===== src/rtl/trim_pkg.sv =====
package trim_pkg;

    typedef enum logic [1:0] {
        ST_IDLE  = 2'd0,
        ST_WAIT  = 2'd1,
        ST_SUM   = 2'd2,
        ST_APPLY = 2'd3
    } trim_state_t;

endpackage


===== src/rtl/trim_offset_reg.sv =====
module trim_offset_reg #(
    parameter int unsigned OFS_W = 8
) (
    input  logic             clk,
    input  logic             rst_n,
    input  logic             wr_en,
    input  logic [OFS_W-1:0] wr_data,
    output logic [OFS_W-1:0] ofs_q
);

    always_ff @(posedge clk or negedge rst_n) begin
        if (!rst_n) begin
            ofs_q <= '0;
        end else if (wr_en) begin
            ofs_q <= wr_data;
        end
    end

endmodule


===== src/rtl/trim_temp_tracker.sv =====
module trim_temp_tracker #(
    parameter int unsigned TEMP_W = 10
) (
    input  logic              clk,
    input  logic              rst_n,
    input  logic              capture,
    input  logic [TEMP_W-1:0] temp_in,
    output logic              changed
);

    logic [TEMP_W-1:0] last_q;
    logic              seen_q;

    always_ff @(posedge clk or negedge rst_n) begin
        if (!rst_n) begin
            last_q <= '0;
            seen_q <= 1'b0;
        end else if (capture) begin
            last_q <= temp_in;
            seen_q <= 1'b1;
        end
    end

    // the first conversion after reset has nothing to compare against
    assign changed = !seen_q || (temp_in != last_q);

endmodule


===== src/rtl/trim_sat_adder.sv =====
module trim_sat_adder #(
    parameter int unsigned CODE_W   = 8,
    parameter int unsigned OFS_W    = 8,
    parameter int unsigned CODE_MIN = 0,
    parameter int unsigned CODE_MAX = 255
) (
    input  logic [CODE_W-1:0] code,
    input  logic [OFS_W-1:0]  ofs,
    output logic [CODE_W-1:0] result
);

    localparam int unsigned SUM_W = ((CODE_W > OFS_W) ? CODE_W : OFS_W) + 2;
    localparam logic signed [SUM_W-1:0] LO = SUM_W'(CODE_MIN);
    localparam logic signed [SUM_W-1:0] HI = SUM_W'(CODE_MAX);

    logic signed [SUM_W-1:0] code_ext;
    logic signed [SUM_W-1:0] ofs_ext;
    logic signed [SUM_W-1:0] total;

    always_comb begin
        code_ext = $signed({{(SUM_W-CODE_W){1'b0}}, code});
        ofs_ext  = $signed({{(SUM_W-OFS_W){ofs[OFS_W-1]}}, ofs});
        total    = code_ext + ofs_ext;
        if (total < LO) begin
            result = CODE_W'(CODE_MIN);
        end else if (total > HI) begin
            result = CODE_W'(CODE_MAX);
        end else begin
            result = total[CODE_W-1:0];
        end
    end

endmodule


===== src/rtl/trim_ctrl_fsm.sv =====
module trim_ctrl_fsm
    import trim_pkg::*;
(
    input  logic        clk,
    input  logic        rst_n,
    input  logic        eng_done,
    input  logic        temp_changed,
    input  logic        manual_req,
    output trim_state_t state_q,
    output logic        pend_q,
    output logic        capture,
    output logic        do_sum,
    output logic        do_apply
);

    trim_state_t state_d;
    logic        cap_manual_q;

    // state register
    always_ff @(posedge clk or negedge rst_n) begin
        if (!rst_n) begin
            state_q <= ST_IDLE;
        end else begin
            state_q <= state_d;
        end
    end

    // next state
    always_comb begin
        state_d = state_q;
        unique case (state_q)
            ST_IDLE: begin
                if (eng_done && (temp_changed || pend_q)) begin
                    state_d = ST_SUM;
                end else if (pend_q || manual_req) begin
                    state_d = ST_WAIT;
                end
            end
            ST_WAIT: begin
                if (eng_done) begin
                    state_d = ST_SUM;
                end
            end
            ST_SUM:   state_d = ST_APPLY;
            ST_APPLY: state_d = ST_IDLE;
            default:  state_d = ST_IDLE;
        endcase
    end

    // outputs
    always_comb begin
        capture  = 1'b0;
        do_sum   = 1'b0;
        do_apply = 1'b0;
        unique case (state_q)
            ST_IDLE:  capture  = eng_done && (temp_changed || pend_q);
            ST_WAIT:  capture  = eng_done;
            ST_SUM:   do_sum   = 1'b1;
            ST_APPLY: do_apply = 1'b1;
            default: ;
        endcase
    end

    // manual request: set on request, cleared when its own result lands
    always_ff @(posedge clk or negedge rst_n) begin
        if (!rst_n) begin
            pend_q       <= 1'b0;
            cap_manual_q <= 1'b0;
        end else begin
            if (capture) begin
                cap_manual_q <= pend_q;
            end
            if (manual_req) begin
                pend_q <= 1'b1;
            end else if (do_apply && cap_manual_q) begin
                pend_q <= 1'b0;
            end
        end
    end

endmodule


===== src/rtl/cap_trim_combiner.sv =====
module cap_trim_combiner
    import trim_pkg::*;
#(
    parameter int unsigned CODE_W   = 8,
    parameter int unsigned TEMP_W   = 10,
    parameter int unsigned CODE_MIN = 0,
    parameter int unsigned CODE_MAX = (1 << CODE_W) - 1,
    parameter int unsigned TRIM_RST = 1 << (CODE_W - 1)
) (
    input  logic              clk,
    input  logic              rst_n,
    input  logic [CODE_W-1:0] eng_code,
    input  logic              eng_done,
    input  logic [TEMP_W-1:0] eng_temp,
    input  logic              manual_req,
    input  logic              ofs_wr_en,
    input  logic [7:0]        ofs_wr_data,
    output logic [CODE_W-1:0] trim_code,
    output logic              conv_busy
);

    localparam int unsigned OFS_W = 8;

    trim_state_t       state_w;
    logic              pend_w;
    logic              capture_w;
    logic              do_sum_w;
    logic              do_apply_w;
    logic              temp_changed_w;
    logic [OFS_W-1:0]  ofs_w;
    logic [CODE_W-1:0] sat_w;

    logic [CODE_W-1:0] cap_code_q;
    logic [OFS_W-1:0]  cap_ofs_q;
    logic [CODE_W-1:0] sum_q;
    logic [CODE_W-1:0] trim_q;

    trim_offset_reg #(.OFS_W(OFS_W)) u_ofs (
        .clk     (clk),
        .rst_n   (rst_n),
        .wr_en   (ofs_wr_en),
        .wr_data (ofs_wr_data),
        .ofs_q   (ofs_w)
    );

    trim_temp_tracker #(.TEMP_W(TEMP_W)) u_temp (
        .clk     (clk),
        .rst_n   (rst_n),
        .capture (capture_w),
        .temp_in (eng_temp),
        .changed (temp_changed_w)
    );

    trim_ctrl_fsm u_fsm (
        .clk          (clk),
        .rst_n        (rst_n),
        .eng_done     (eng_done),
        .temp_changed (temp_changed_w),
        .manual_req   (manual_req),
        .state_q      (state_w),
        .pend_q       (pend_w),
        .capture      (capture_w),
        .do_sum       (do_sum_w),
        .do_apply     (do_apply_w)
    );

    trim_sat_adder #(
        .CODE_W   (CODE_W),
        .OFS_W    (OFS_W),
        .CODE_MIN (CODE_MIN),
        .CODE_MAX (CODE_MAX)
    ) u_add (
        .code   (cap_code_q),
        .ofs    (cap_ofs_q),
        .result (sat_w)
    );

    // datapath: capture operands, register clamped sum, then drive output
    always_ff @(posedge clk or negedge rst_n) begin
        if (!rst_n) begin
            cap_code_q <= '0;
            cap_ofs_q  <= '0;
            sum_q      <= CODE_W'(TRIM_RST);
            trim_q     <= CODE_W'(TRIM_RST);
        end else begin
            if (capture_w) begin
                cap_code_q <= eng_code;
                cap_ofs_q  <= ofs_w;
            end
            if (do_sum_w) begin
                sum_q <= sat_w;
            end
            if (do_apply_w) begin
                trim_q <= sum_q;
            end
        end
    end

    assign trim_code = trim_q;
    assign conv_busy = (state_w != ST_IDLE) || pend_w;

endmodule


===== config.mk =====
export PLATFORM = sky130hd
export DESIGN_NAME = cap_trim_combiner
export DESIGN_NICKNAME = d
export VERILOG_FILES = /design/src/rtl/trim_pkg.sv /design/src/rtl/trim_offset_reg.sv /design/src/rtl/trim_temp_tracker.sv /design/src/rtl/trim_sat_adder.sv /design/src/rtl/trim_ctrl_fsm.sv /design/src/rtl/cap_trim_combiner.sv
export SDC_FILE = /design/constraint.sdc
export NUM_CORES = 1
export LEC_CHECK = 0
export CORE_UTILIZATION = 43
export DETAILED_ROUTE_END_ITERATION = 10
export PLACE_DENSITY = 0.65
export SYNTH_ARGS = -nofsm -noshare
export SYNTH_HDL_FRONTEND = slang
export SYNTH_SLANG_ARGS = --single-unit

===== constraint.sdc =====
create_clock -name clk -period 3.26 [get_ports clk]
set_clock_uncertainty 0.2 [all_clocks]
set_input_delay 0.652 -clock clk [delete_from_list [all_inputs] [get_ports clk]]
set_output_delay 0.652 -clock clk [all_outputs]
set_load 0.02 [all_outputs]

* After elaboration in Yosys (flattened, before gate mapping)
Cells that the tools add are included.
** Storage, ports and cells
- Word-level logic and storage cells :: 41
- Bits of input ports :: 31
- Bits in registers :: 55
- Output and inout bits :: 9
** Cells by class
- Add/subtract/negate cells :: 1
- Equality and inequality tests :: 6
- Reduce and logical (&&, ||, !) cells :: 11
- Mux-type cells :: 11
- $lt $le $gt $ge :: 2
** Operators by type and width (number)
- $mux W8 :: 2
- $add A9 B8 Y10 :: 1
- $gt A10 B9 Y1 const B :: 1
- $lt A10 B1 Y1 const B :: 1
- $ne A10 B10 Y1 :: 1
- $pmux W2 S4 :: 1
- $mux W2 :: 3
- $eq A2 B2 Y1 const B :: 2
- $logic_or A1 B1 Y1 :: 4
- $mux W1 :: 4
- $reduce_bool A2 Y1 :: 2
- $ne A3 B1 Y1 const B :: 1
- $eq A2 B1 Y1 const B :: 1
- $logic_and A1 B1 Y1 :: 2
- $logic_not A2 Y1 :: 1
- $ne A2 B2 Y1 const B :: 1
- $pmux W1 S2 :: 1
- $reduce_and A2 Y1 :: 1
- $logic_not A1 Y1 :: 1

* Depth between registers and ports, before layout
Gate-level depths: netlist of the first run.
- Word-level depth :: 6
- Mapped depth :: 9
- Mapped depth without buffers :: 9

* Cells and area by module
From an unflattened synthesis of the first run, not the netlist that was laid out.
** Unflattened totals
- Cells, all modules :: 234
- Area, all modules :: 3020.4 µm²
** Modules (own cells, without submodules)
- cap_trim_combiner :: instances 1, seq. area each 803.3 µm², cells each 69, area each 1248.7 µm²
- trim_sat_adder :: instances 1, seq. area each 0.0 µm², cells each 80, area each 631.9 µm²
- trim_temp_tracker :: instances 1, seq. area each 275.3 µm², cells each 37, area each 510.5 µm²
- trim_offset_reg :: instances 1, seq. area each 200.2 µm², cells each 17, area each 331.6 µm²
- trim_ctrl_fsm :: instances 1, seq. area each 100.1 µm², cells each 31, area each 297.8 µm²

* Least setup slack after synthesis of the first run
Ideal clock, no wire load.
- Path kind :: register to register
- Start point :: reg cap_code_q[1]
- End point :: reg sum_q[4]
- Path buffers :: 0
- Data required time :: 2.956 ns
- Slack :: 0.830 ns
- Library setup time :: 0.104 ns
- Clock period less this slack :: 2.430 ns
- Stages on the path, launching flop included :: 7
- Data arrival time :: 2.126 ns
- Path through :: dfrtp_1 > ha_1 > a211o_1 > a211o_1 > a21oi_1 > mux2_2 > o311ai_1
** On the way
- Cells in the longest elaborated chain, start to end :: 4
- Elaborated cells between the ends (all ways) :: 5
- Classes of those cells :: add/sub: 1; order compare: 2; mux: 2
** RTL lines
- start: declaration :: RTL line cap_trim_combiner.sv:33 : logic [CODE_W-1:0] cap_code_q;
- start signal: assignment :: RTL line cap_trim_combiner.sv:87 : cap_code_q <= eng_code;
- $add A9 B8 Y10 (*) :: RTL line trim_sat_adder.sv:23 : total = code_ext + ofs_ext;
- $gt A10 B9 Y1 :: RTL line trim_sat_adder.sv:26 : end else if (total > HI) begin
- $mux W8 :: RTL line trim_sat_adder.sv:26
- $mux W8 (*) :: RTL line trim_sat_adder.sv:24 : if (total < LO) begin
- end signal: assignment :: RTL line cap_trim_combiner.sv:83 : sum_q <= CODE_W'(TRIM_RST);
- end signal: assignment :: RTL line cap_trim_combiner.sv:91 : sum_q <= sat_w;
- end: declaration :: RTL line cap_trim_combiner.sv:35 : logic [CODE_W-1:0] sum_q;
Every way passes the cells marked *; elsewhere a longest branch is shown, timed or not.
A chain may end at the register's enable or synchronous reset.

* Worst setup path after layout of the first run
- Start point :: reg cap_code_q[0]
- End point :: reg sum_q[2]
Same word-level chain as after synthesis.

==> results by group, run 1 <==
Timing
  • Final Hold Fails: 0
  • Fin Setup TNS: 0 ns
  • RSZ-0062 raised after global routing: false
  • Final Max Slew Viols: 0
  • Final Critical Period: 2.638 ns
  • Fmax: 379.0 MHz
  • Tightest Pin Transition: 0.4999 ns
  • Final worst path period share: 0.8093
  • Final setup violation count: 0
  • Fin worst setup slack: 0.6217 ns
  • Max_slew headroom: 0.6667

Clock tree
  • Clock Sinks: 55
  • CTS Root Cell: clkbuf_8
  • Post-CTS Repair Setup Buffers: 0
  • Post-CTS resize count: 0
  • TritonCTS clock tree: yes
  • Clock-pin slew on the worst setup and hold paths: 0.09 ns
  • Clk buf depth: 2
  • CTS Hold Bufs: 0
  • H-tree depth: 2
  • Num CTS Buffers: 5
  • Clk_lat worst skew: 0.30 ns

Die
  • Num ports: 40
  • Die width: 82.25 um
  • Die height: 82.25 um
  • Core Region: 6061 sq um
  • Die area: 6764 sq um
  • # rows: 28
  • Starting Density: 0.4569

Worst setup path
  • Worst stage delay on the critical path: 0.39 ns
  • Critical path fanouts, max: 8
  • FF-to-FF setup slack: 0.62 ns
  • Required time worst endpoint: 3.22 ns
  • RR Startpoint: cap_code_q[0]$_DFFE_PN0P_
  • Startpoint types: flip-flop
  • Reg2Reg Depth: 9
  • Crit path capture type: flip-flop
  • Setup CP Type: flip-flop to flip-flop
  • Reg-to-Reg End: sum_q[2]$_DFFE_PN0P_
  • Arr. time, crit path: 2.60 ns
  • Slowest cell on the critical path: fa_1
  • Critical Path, Cell by Cell: ha_1 -> inv_1 -> fa_1 -> nand2b_1 -> a21oi_1 -> o41a_1 -> nor3_1 -> a31oi_2 -> o221ai_1

Route
  • Post-DR wirelength/cell: 13.43 um
  • Drt first pass iters: 4
  • Remaining DRCs: 0
  • Via count: 1651
  • Detailed router's first-iteration violation count: 69
  • Total Wirelength: 4.417 mm
  • Via density: 5.018
  • Final ANT Viol Nets: 0

Global routing
  • Grt ovf: 0
  • Largest net degree at the start of global routing: 42
  • All-layer global routing usage: 0.1575
  • Vias in the first global route: 1624
  • First-pass GRT wire length: 7.928 mm
  • Initial antenna violation count: 0

Logic synthesis
  • Syn Area/Cell: 13.25 sq um
  • Async SR Flop Fraction: 1.000
  • Syn Nets: 254
  • Yosys warns: 0
  • Synth Register Bits: 55
  • Mapped Cells: 209
  • Cell area after synthesis: 2769 sq um
  • Post-synth cell types: 37
  • EDFF count, synth: 0
  • Most used DFF post-synth: dfrtp_1
  • Seq/Total Area, Yosys: 0.4980

Power
  • Switch share: 0.3568
  • Maximum vdd ir drop: 0.3375 mV
  • Combinational share of power: 0.527
  • P_leak: 1.490 nW
  • Sequential power share: 0.364
  • Int Power: 0.002049 W
  • Power Dens Cells: 958.8 nW/um^2
  • Clock network power share: 0.110
  • Sw Pwr: 0.001137 W

Cells and area
  • N_diodes: 0
  • Share of cells above drive strength 1: 0.2323
  • Area growth syn-to-layout: 20.02%
  • Final non-filler cell area: 3323 sq um
  • Final nets: 298

Placed design
  • HPWL after DPL: 3.384 mm
  • Routability congestion estimate: 0.7538
  • IO buf count: 39
  • Placed instance area: 3242 sq um
  • Setup Slack @ Placement: 0.3927 ns

Job
  • Max_cap viols: 0

Run status
  • Status: complete, no violations

Hold path
  • Worst hold path type: primary input to asynchronous set/reset pin
cell usage in the layout (no fill, tap or decap), types with 2 or more instances in the layout:
master            n
nor2_1            5
nand2_1           6
buf_4             2
o221ai_1          6
clkdlybuf4s50_1  38
xor2_1            4
a21oi_1           6
a21o_1            4
inv_1            12
xnor2_1          11
o21ai_0           4
ha_1             13
dfrtp_1          53
nor2b_1           2
mux2_4           19
nor3_1            4
mux2_2           25
clkbuf_1          2
clkbuf_8          5
a211o_1           2
dfstp_2           2
nand2b_1          8
nand4_1           2
critical path: cells and delay by family (launching register included):
family,cells,cell delay (ns)
compound gates,4,1.01
fa+ha+maj,2,0.59
buf+inv,1,0.07
flops,1,0.37
simple gates,2,0.26
metal layers:
layer  routed length, um  track usage  share of wire  vias up
met5                   0            0              0        -
met4                  77      0.06842          0.017        0
met3                 100      0.02637          0.023        8
met2                2021       0.2322           0.46       22
met1                2218       0.2273           0.50      789
li1                    -            -              -      832
per-stage QoR:
stage	util	power [W]	std cells	hold slack, ns
after floorplan	-	0.002459	209	0.1564
after global placement	0.5349	0.002826	321	0.2445
final	0.5483	0.003186	329	0.03748
after detailed placement	0.5349	0.002866	321	0.2467
after global routing	0.5483	0.003477	329	0.03811
after CTS	0.5483	0.003228	329	0.03872
sequential cells by signal (all words and copies together), names as in the netlist, 2 cells and up:
name,count
u_temp.last_q,10
cap_code_q,8
cap_ofs_q,8
sum_q,8
trim_code,8
u_ofs.ofs_q,8
u_fsm.state_q,2
power by group through the flow:
stage,logic (W),clock network [W],registers [W]
after floorplan,0.00129,0,0.00117
after global placement,0.00166,0,0.00117
after detailed placement,0.00169,0,0.00118
after CTS,0.00170,0.000364,0.00116
after global routing,0.00187,0.000401,0.00120
final,0.00168,0.000349,0.00116
how the worst max path moves through the flow:
stage,start,end,slack (ns),depth (start not counted)
detailed placement,eng_temp[7],u_temp.last_q[0]$_DFFE_PN0P_,0.39,7
global placement,eng_temp[9],u_temp.last_q[0]$_DFFE_PN0P_,0.43,7
floorplan,cap_code_q[1]$_DFFE_PN0P_,sum_q[4]$_DFFE_PN0P_,0.83,6
global route,cap_ofs_q[0]$_DFFE_PN0P_,sum_q[3]$_DFFE_PN0P_,0.45,9
finish,cap_code_q[0]$_DFFE_PN0P_,sum_q[2]$_DFFE_PN0P_,0.62,9
CTS,cap_ofs_q[0]$_DFFE_PN0P_,sum_q[1]$_DFFE_PN0P_,0.60,9
final cells by class:
cell class | instances | area [sq um]
sequential | 55 | 1379
fill | 542 | 2738
inverter | 12 | 45.04
clock buffer | 7 | 76.32
clock inverter | 1 | 5.005
timing repair buffer | 42 | 420.4
tap | 75 | 93.84
multi-input combinational | 137 | 1304
synth_stat cells (all sizes together), types with 2 or more instances:
master	count	area share
ha	13	0.059
dfrtp	53	0.48
inv	12	0.016
nand2b	8	0.018
clkbuf	3	0.0041
nor2b	2	0.0045
o21ai	5	0.013
mux2	44	0.20
nor3	4	0.0072
nor2	5	0.0068
nand2	6	0.0081
a211o	2	0.0063
o221ai	6	0.019
dfstp	2	0.019
a21oi	6	0.011
nand4	2	0.0045
xor2	4	0.013
a21o	4	0.011
a31oi	2	0.0068
xnor2	11	0.035
buf	2	0.011
cells by family (layout without fill, tap and decap cells):
| kind of cell | after synthesis | in the layout | synth area share |
|---|---|---|---|
| flops | 55 | 55 | 0.4980 |
| mux | 45 | 45 | 0.2083 |
| compound gates | 33 | 33 | 0.09264 |
| simple gates | 30 | 30 | 0.05648 |
| buf+inv | 17 | 62 | 0.03118 |
| xor+xnor | 15 | 15 | 0.04744 |
| fa+ha+maj | 14 | 14 | 0.06598 |
Power figures use the tool's default switching activity.
==> run 2: changes to the inputs <==
- clock period: 3.26 -> 2.6 ns (I/O delays scaled with it)
==> run 2 against run 1 <==
Net effect:
- combinational power up 32%
- maximum frequency is 7.0% higher
- die area unchanged
- non-clock buffer count increased by 9
- register-to-register slack got worse by 0.49 ns
- hold slack gained 0.25 ns
- clock power grew 83%
- final area increased by 3.9%
- largest cell class unchanged
==> results by group, run 2 (synthesis results as in run 1) <==
Route
  • Post-DR wirelength/cell: 12.96 um (was 13.43 um)
  • Detailed router's first-iteration violation count: 47 (was 69)
  • Via density: 5.000 (was 5.018)
  • Via count: 1690 (was 1651)
  • Remaining DRCs: 0 (unchanged)
  • Total Wirelength: 4.382 mm (was 4.417 mm)
  • Drt first pass iters: 4 (unchanged)
  • Final ANT Viol Nets: 0 (unchanged)

Placed design
  • Dpl cells: 329 (was 321)
  • Routability congestion estimate: 0.7628 (was 0.7538)
  • Setup Slack @ Placement: -0.1629 ns (was 0.3927 ns)
  • HPWL after DPL: 3.420 mm (was 3.384 mm)
  • IO buf count: 39 (unchanged)

Power
  • Power Total: 0.004311 W (was 0.003186 W)
  • Sequential power share: 0.337 (was 0.364)
  • Int Power: 0.002848 W (was 0.002049 W)
  • P_leak: 1.562 nW (was 1.490 nW)
  • Switch share: 0.3393 (was 0.3568)
  • Sw Pwr: 0.001463 W (was 0.001137 W)
  • Combinational share of power: 0.514 (was 0.527)
  • Maximum vdd ir drop: 0.6087 mV (was 0.3375 mV)
  • Power Dens Cells: 1249 nW/um^2 (was 958.8 nW/um^2)
  • Clock network power share: 0.148 (was 0.110)

Global routing
  • All-layer global routing usage: 0.1520 (was 0.1575)
  • First-pass GRT wire length: 7.783 mm (was 7.928 mm)
  • Grt ovf: 0 (unchanged)
  • Initial antenna violation count: 0 (unchanged)
  • Largest net degree at the start of global routing: 26 (was 42)
  • Vias in the first global route: 1694 (was 1624)

Cells and area
  • Final Core Density: 0.5696 (was 0.5483)
  • Area growth syn-to-layout: 24.67% (was 20.02%)
  • Final nets: 307 (was 298)
  • N_diodes: 0 (unchanged)
  • Commonest non-fill, non-tap cell in the layout: dfrtp_1 (unchanged)
  • Share of cells above drive strength 1: 0.2624 (was 0.2323)
  • # fillers: 522 (was 542)
  • Final non-filler cell total: 338 (was 329)
  • Max FFs per register: 10 (unchanged)
  • Most flops, register: u_temp.last_q (unchanged)
  • Commonest cells after routing, fill and taps aside: dfrtp_1, clkdlybuf4s50_1, mux2_2 (unchanged)

Timing
  • Fin Setup TNS: 0 ns (unchanged)
  • Final setup violation count: 0 (unchanged)
  • Tightest Pin Transition: 0.4443 ns (was 0.4999 ns)
  • Fmax: 405.6 MHz (was 379.0 MHz)
  • Final worst path period share: 0.9483 (was 0.8093)
  • Fin worst setup slack: 0.1343 ns (was 0.6217 ns)
  • Final Critical Period: 2.466 ns (was 2.638 ns)
  • Max_slew headroom: 0.7038 (was 0.6667)
  • Final Hold Fails: 0 (unchanged)
  • RSZ-0062 raised after global routing: false (unchanged)
  • Final Max Slew Viols: 0 (unchanged)

Worst setup path
  • Startpoint types: flip-flop (unchanged)
  • Arr. time, crit path: 2.47 ns (was 2.60 ns)
  • Required time worst endpoint: 2.60 ns (was 3.22 ns)
  • Setup CP Type: flip-flop to flip-flop (unchanged)
  • Critical path fanouts, max: 7 (was 8)
  • Crit path capture type: flip-flop (unchanged)

Clock tree
  • Num CTS Buffers: 5 (unchanged)
  • TritonCTS clock tree: yes (unchanged)
  • Clk_lat worst skew: 0.30 ns (about the same)
  • Post-CTS Repair Setup Buffers: 0 (unchanged)
  • Clock Sinks: 55 (unchanged)
  • H-tree depth: 2 (unchanged)
  • Clock-pin slew on the worst setup and hold paths: 0.09 ns (about the same)
  • Clk buf depth: 2 (unchanged)
  • CTS Root Cell: clkbuf_8 (unchanged)

Die
  • Die height: 82.25 um (unchanged)
  • Die area: 6764 sq um (unchanged)
  • # rows: 28 (unchanged)
  • Num ports: 40 (unchanged)
  • Starting Density: 0.4569 (unchanged)
  • Core Region: 6061 sq um (unchanged)
  • Die width: 82.25 um (unchanged)

Job
  • Max_cap viols: 0 (unchanged)

Run status
  • Status: complete, no violations (unchanged)

Hold path
  • Worst hold path type: flip-flop to flip-flop (was primary input to asynchronous set/reset pin)
==> run 2: power by group through the flow <==
| stage | registers (W) | logic [W] | clock network, W |
|---|---|---|---|
| floorplan | 0.00147 | 0.00161 | 0 |
| global placement | 0.00146 | 0.00218 | 0 |
| detailed placement | 0.00147 | 0.00221 | 0 |
| CTS | 0.00146 | 0.00223 | 0.000661 |
| global route | 0.00151 | 0.00244 | 0.000698 |
| finish | 0.00145 | 0.00222 | 0.000640 |
==> run 2: layer usage <==
layer,GRT usage,vias to the layer above,share of wire
li1,-,852,-
met1,0.2149,809,0.49
met2,0.2347,27,0.47
met3,0.02967,2,0.032
met4,0.04737,0,0.0078
met5,0,-,0
==> run 2: timing repair <==
item	in CTS	in global routing
endpoints found under the hold margin	14	0
hold buffers	1	0
setup endpoints to repair	0	1
resized for setup	0	2
==> run 2: per-stage QoR <==
step / cell area (sq um) / hold WS, ns
global route: 3452 / 0.3174
finish: 3452 / 0.2917
CTS: 3445 / 0.2867
floorplan: 2769 / 0.02441
detailed placement: 3302 / 0.2458
global placement: 3302 / 0.2429
==> run 2: worst max-delay path: stages (launching register included) <==
cell and delay (ns):
dfrtp_1 0.40, ha_1 0.32, a211o_1 0.32, a211o_1 0.34, a21oi_2 0.18, mux2_4 0.36
o311ai_1 0.26
==> run 2: final cells by class <==
type                    count  area [sq um]  share of cell area
inverters                  12         45.04             0.01305
repair buffers             51         490.5              0.1421
multi-input cells         137          1311              0.3798
clock inverters             2         60.06             0.01740
clock buffers               6         72.57             0.02102
well taps                  75         93.84             0.02718
flip-flops and latches     55          1379              0.3994
==> run 2: final timing paths <==
check / from / endpoint / slack (ns) / cells after the start
max reg2reg: cap_code_q[1]$_DFFE_PN0P_ / sum_q[4]$_DFFE_PN0P_ / 0.13 / 6
min in group asynchronous: rst_n / u_ofs.ofs_q[3]$_DFFE_PN0P_ / 0.46 / 2
min reg2reg: u_temp.seen_q$_DFFE_PN0P_ / u_temp.seen_q$_DFFE_PN0P_ / 0.29 / 1
min: u_temp.seen_q$_DFFE_PN0P_ / u_temp.seen_q$_DFFE_PN0P_ / 0.29 / 1
max in group asynchronous: rst_n / trim_code[7]$_DFFE_PN1N_ / 1.10 / 3
max: cap_code_q[1]$_DFFE_PN0P_ / sum_q[4]$_DFFE_PN0P_ / 0.13 / 6
==> run 3: changes to the inputs <==
- clock period: 2.6 -> 2.96 ns (I/O delays scaled with it)
==> run 3 against run 2 <==
Net effect:
- sequential power is 12% lower
- via count is 2.4% lower
- critical path depth is 3 higher
- clock-buffer cell count stayed put
- worst setup slack better by 0.15 ns
- critical endpoint is now sum_q[6]$_DFFE_PN0P_
- total power is 17% lower
- cell count is 2.7% lower
- combinational power is 17% lower
- non-clock buffer count is 8 lower
- clock power is 25% lower
==> results by group, run 3 (synthesis results as in run 1) <==
Run status
  • Status: complete, no violations (unchanged)

Clock tree
  • H-tree depth: 2 (unchanged)
  • CTS Hold Bufs: 0 (was 1)
  • Post-CTS Repair Setup Buffers: 0 (unchanged)
  • Clock Sinks: 55 (unchanged)
  • Num CTS Buffers: 5 (unchanged)
  • TritonCTS clock tree: yes (unchanged)
  • Post-CTS resize count: 0 (unchanged)
  • Clk buf depth: 2 (unchanged)
  • CTS Root Cell: clkbuf_8 (unchanged)
  • Clock-pin slew on the worst setup and hold paths: 0.10 ns (was 0.09 ns)
  • Clk_lat worst skew: 0.31 ns (was 0.30 ns)

Timing
  • Tightest Pin Transition: 0.9340 ns (was 0.4443 ns)
  • Max_slew headroom: 0.3773 (was 0.7038)
  • Final worst path period share: 0.9047 (was 0.9483)
  • Final setup violation count: 0 (unchanged)
  • RSZ-0062 raised after global routing: false (unchanged)
  • Final Max Slew Viols: 0 (unchanged)
  • Fin worst setup slack: 0.2822 ns (was 0.1343 ns)
  • Fin Setup TNS: 0 ns (unchanged)
  • Final Critical Period: 2.678 ns (was 2.466 ns)
  • Final Hold Fails: 0 (unchanged)
  • Fmax: 373.4 MHz (was 405.6 MHz)

Power
  • Power Dens Cells: 1072 nW/um^2 (was 1249 nW/um^2)
  • Maximum vdd ir drop: 0.3680 mV (was 0.6087 mV)
  • Power Total: 0.003594 W (was 0.004311 W)
  • P_leak: 1.504 nW (was 1.562 nW)

Worst setup path
  • Critical Path, Cell by Cell: ha_1 -> inv_1 -> fa_1 -> nand2b_1 -> a21oi_1 -> o41a_1 -> nor3_1 -> a31oi_2 -> o221ai_1 (was ha_1 -> a211o_1 -> a211o_1 -> a21oi_2 -> mux2_4 -> o311ai_1)
  • Critical path fanouts, max: 8 (was 7)
  • Startpoint types: flip-flop (unchanged)
  • Arr. time, crit path: 2.63 ns (was 2.47 ns)
  • Required time worst endpoint: 2.92 ns (was 2.60 ns)
  • FF-to-FF setup slack: 0.28 ns (was 0.13 ns)
  • Worst stage delay on the critical path: 0.39 ns (was 0.40 ns)
  • Setup CP Type: flip-flop to flip-flop (unchanged)
  • Cell family with most CP delay: compound AO/OA/AOI/OAI gates (unchanged)
  • Slowest cell on the critical path: fa_1 (was dfrtp_1)
  • Crit path capture type: flip-flop (unchanged)
  • Buffers & Inverters on Critical Path: 1 (was 0)

Job
  • Max_cap viols: 0 (unchanged)

Cells and area
  • Max FFs per register: 10 (unchanged)
  • Commonest cells after routing, fill and taps aside: dfrtp_1, clkdlybuf4s50_1, mux2_2 (unchanged)
  • Final nets: 299 (was 307)
  • N_diodes: 0 (unchanged)
  • Most flops, register: u_temp.last_q (unchanged)
  • Commonest non-fill, non-tap cell in the layout: dfrtp_1 (unchanged)
  • Share of cells above drive strength 1: 0.2362 (was 0.2624)
  • Area growth syn-to-layout: 21.06% (was 24.67%)

Route
  • Remaining DRCs: 0 (unchanged)
  • Via count: 1649 (was 1690)
  • Final ANT Viol Nets: 0 (unchanged)
  • Post-DR wirelength/cell: 13.53 um (was 12.96 um)
  • Via density: 5.012 (was 5.000)
  • Detailed router's first-iteration violation count: 46 (was 47)
  • Total Wirelength: 4.452 mm (was 4.382 mm)
  • Drt first pass iters: 4 (unchanged)

Placed design
  • IO buf count: 39 (unchanged)
  • Routability congestion estimate: 0.7646 (was 0.7628)
  • HPWL after DPL: 3.393 mm (was 3.420 mm)
  • Setup Slack @ Placement: 0.08836 ns (was -0.1629 ns)

Die
  • # rows: 28 (unchanged)
  • Starting Density: 0.4569 (unchanged)
  • Die width: 82.25 um (unchanged)
  • Core Region: 6061 sq um (unchanged)
  • Die area: 6764 sq um (unchanged)
  • Die height: 82.25 um (unchanged)
  • Num ports: 40 (unchanged)

Global routing
  • All-layer global routing usage: 0.1496 (was 0.1520)
  • Initial antenna violation count: 0 (unchanged)
  • First-pass GRT wire length: 7.576 mm (was 7.783 mm)
  • Grt ovf: 0 (unchanged)
  • Vias in the first global route: 1609 (was 1694)
  • Largest net degree at the start of global routing: 44 (was 26)

Hold path
  • Worst hold path type: primary input to asynchronous set/reset pin (was flip-flop to flip-flop)
==> run 3: through the flow <==
step | std cells | utilization | instance area [sq um] | hold slack (ns)
2_1_floorplan | 209 | - | 2769 | 0.09641
3_3_place_gp | 322 | 0.5361 | 3249 | 0.2440
3_5_place_dp | 322 | 0.5361 | 3249 | 0.2559
4_1_cts | 329 | 0.5531 | 3352 | 0.2641
5_1_grt | 329 | 0.5531 | 3352 | 0.2814
6_report | 329 | 0.5531 | 3352 | 0.2197
==> run 3: worst paths after layout <==
path / start / depth (start not counted) / endpoint
setup / recovery: cap_ofs_q[0]$_DFFE_PN0P_ / 9 / sum_q[6]$_DFFE_PN0P_
hold / removal: rst_n / 1 / cap_code_q[1]$_DFFE_PN0P_
setup reg to reg: cap_ofs_q[0]$_DFFE_PN0P_ / 9 / sum_q[6]$_DFFE_PN0P_
hold reg to reg: u_temp.seen_q$_DFFE_PN0P_ / 1 / u_temp.seen_q$_DFFE_PN0P_
max in group asynchronous: rst_n / 2 / trim_code[7]$_DFFE_PN1N_
min in group clk: u_temp.seen_q$_DFFE_PN0P_ / 1 / u_temp.seen_q$_DFFE_PN0P_
==> run 3: cell type report <==
cell class              count  area, sq um
fillers                   532         2709
flip-flops and latches     55         1379
multi-input cells         137         1304
repair buffers             43        427.9
well taps                  75        93.84
clock buffers               6        72.57
inverters                  12        45.04
clock inverters             1        30.03
==> run 3: power breakdown <==
part           leakage (nW)  switching [W]  total (W)  internal, W
Clock                0.0513       0.000229   0.000477     0.000248
Combinational         0.801       0.000827    0.00184      0.00101
Sequential            0.652       0.000201    0.00128      0.00108
==> run 3: metal layers <==
layer	up-vias	share of wire	track usage
met4	0	0.018	0.06316
met5	-	0	0
met3	5	0.024	0.03626
met1	794	0.49	0.2020
li1	828	-	-
met2	22	0.47	0.2289
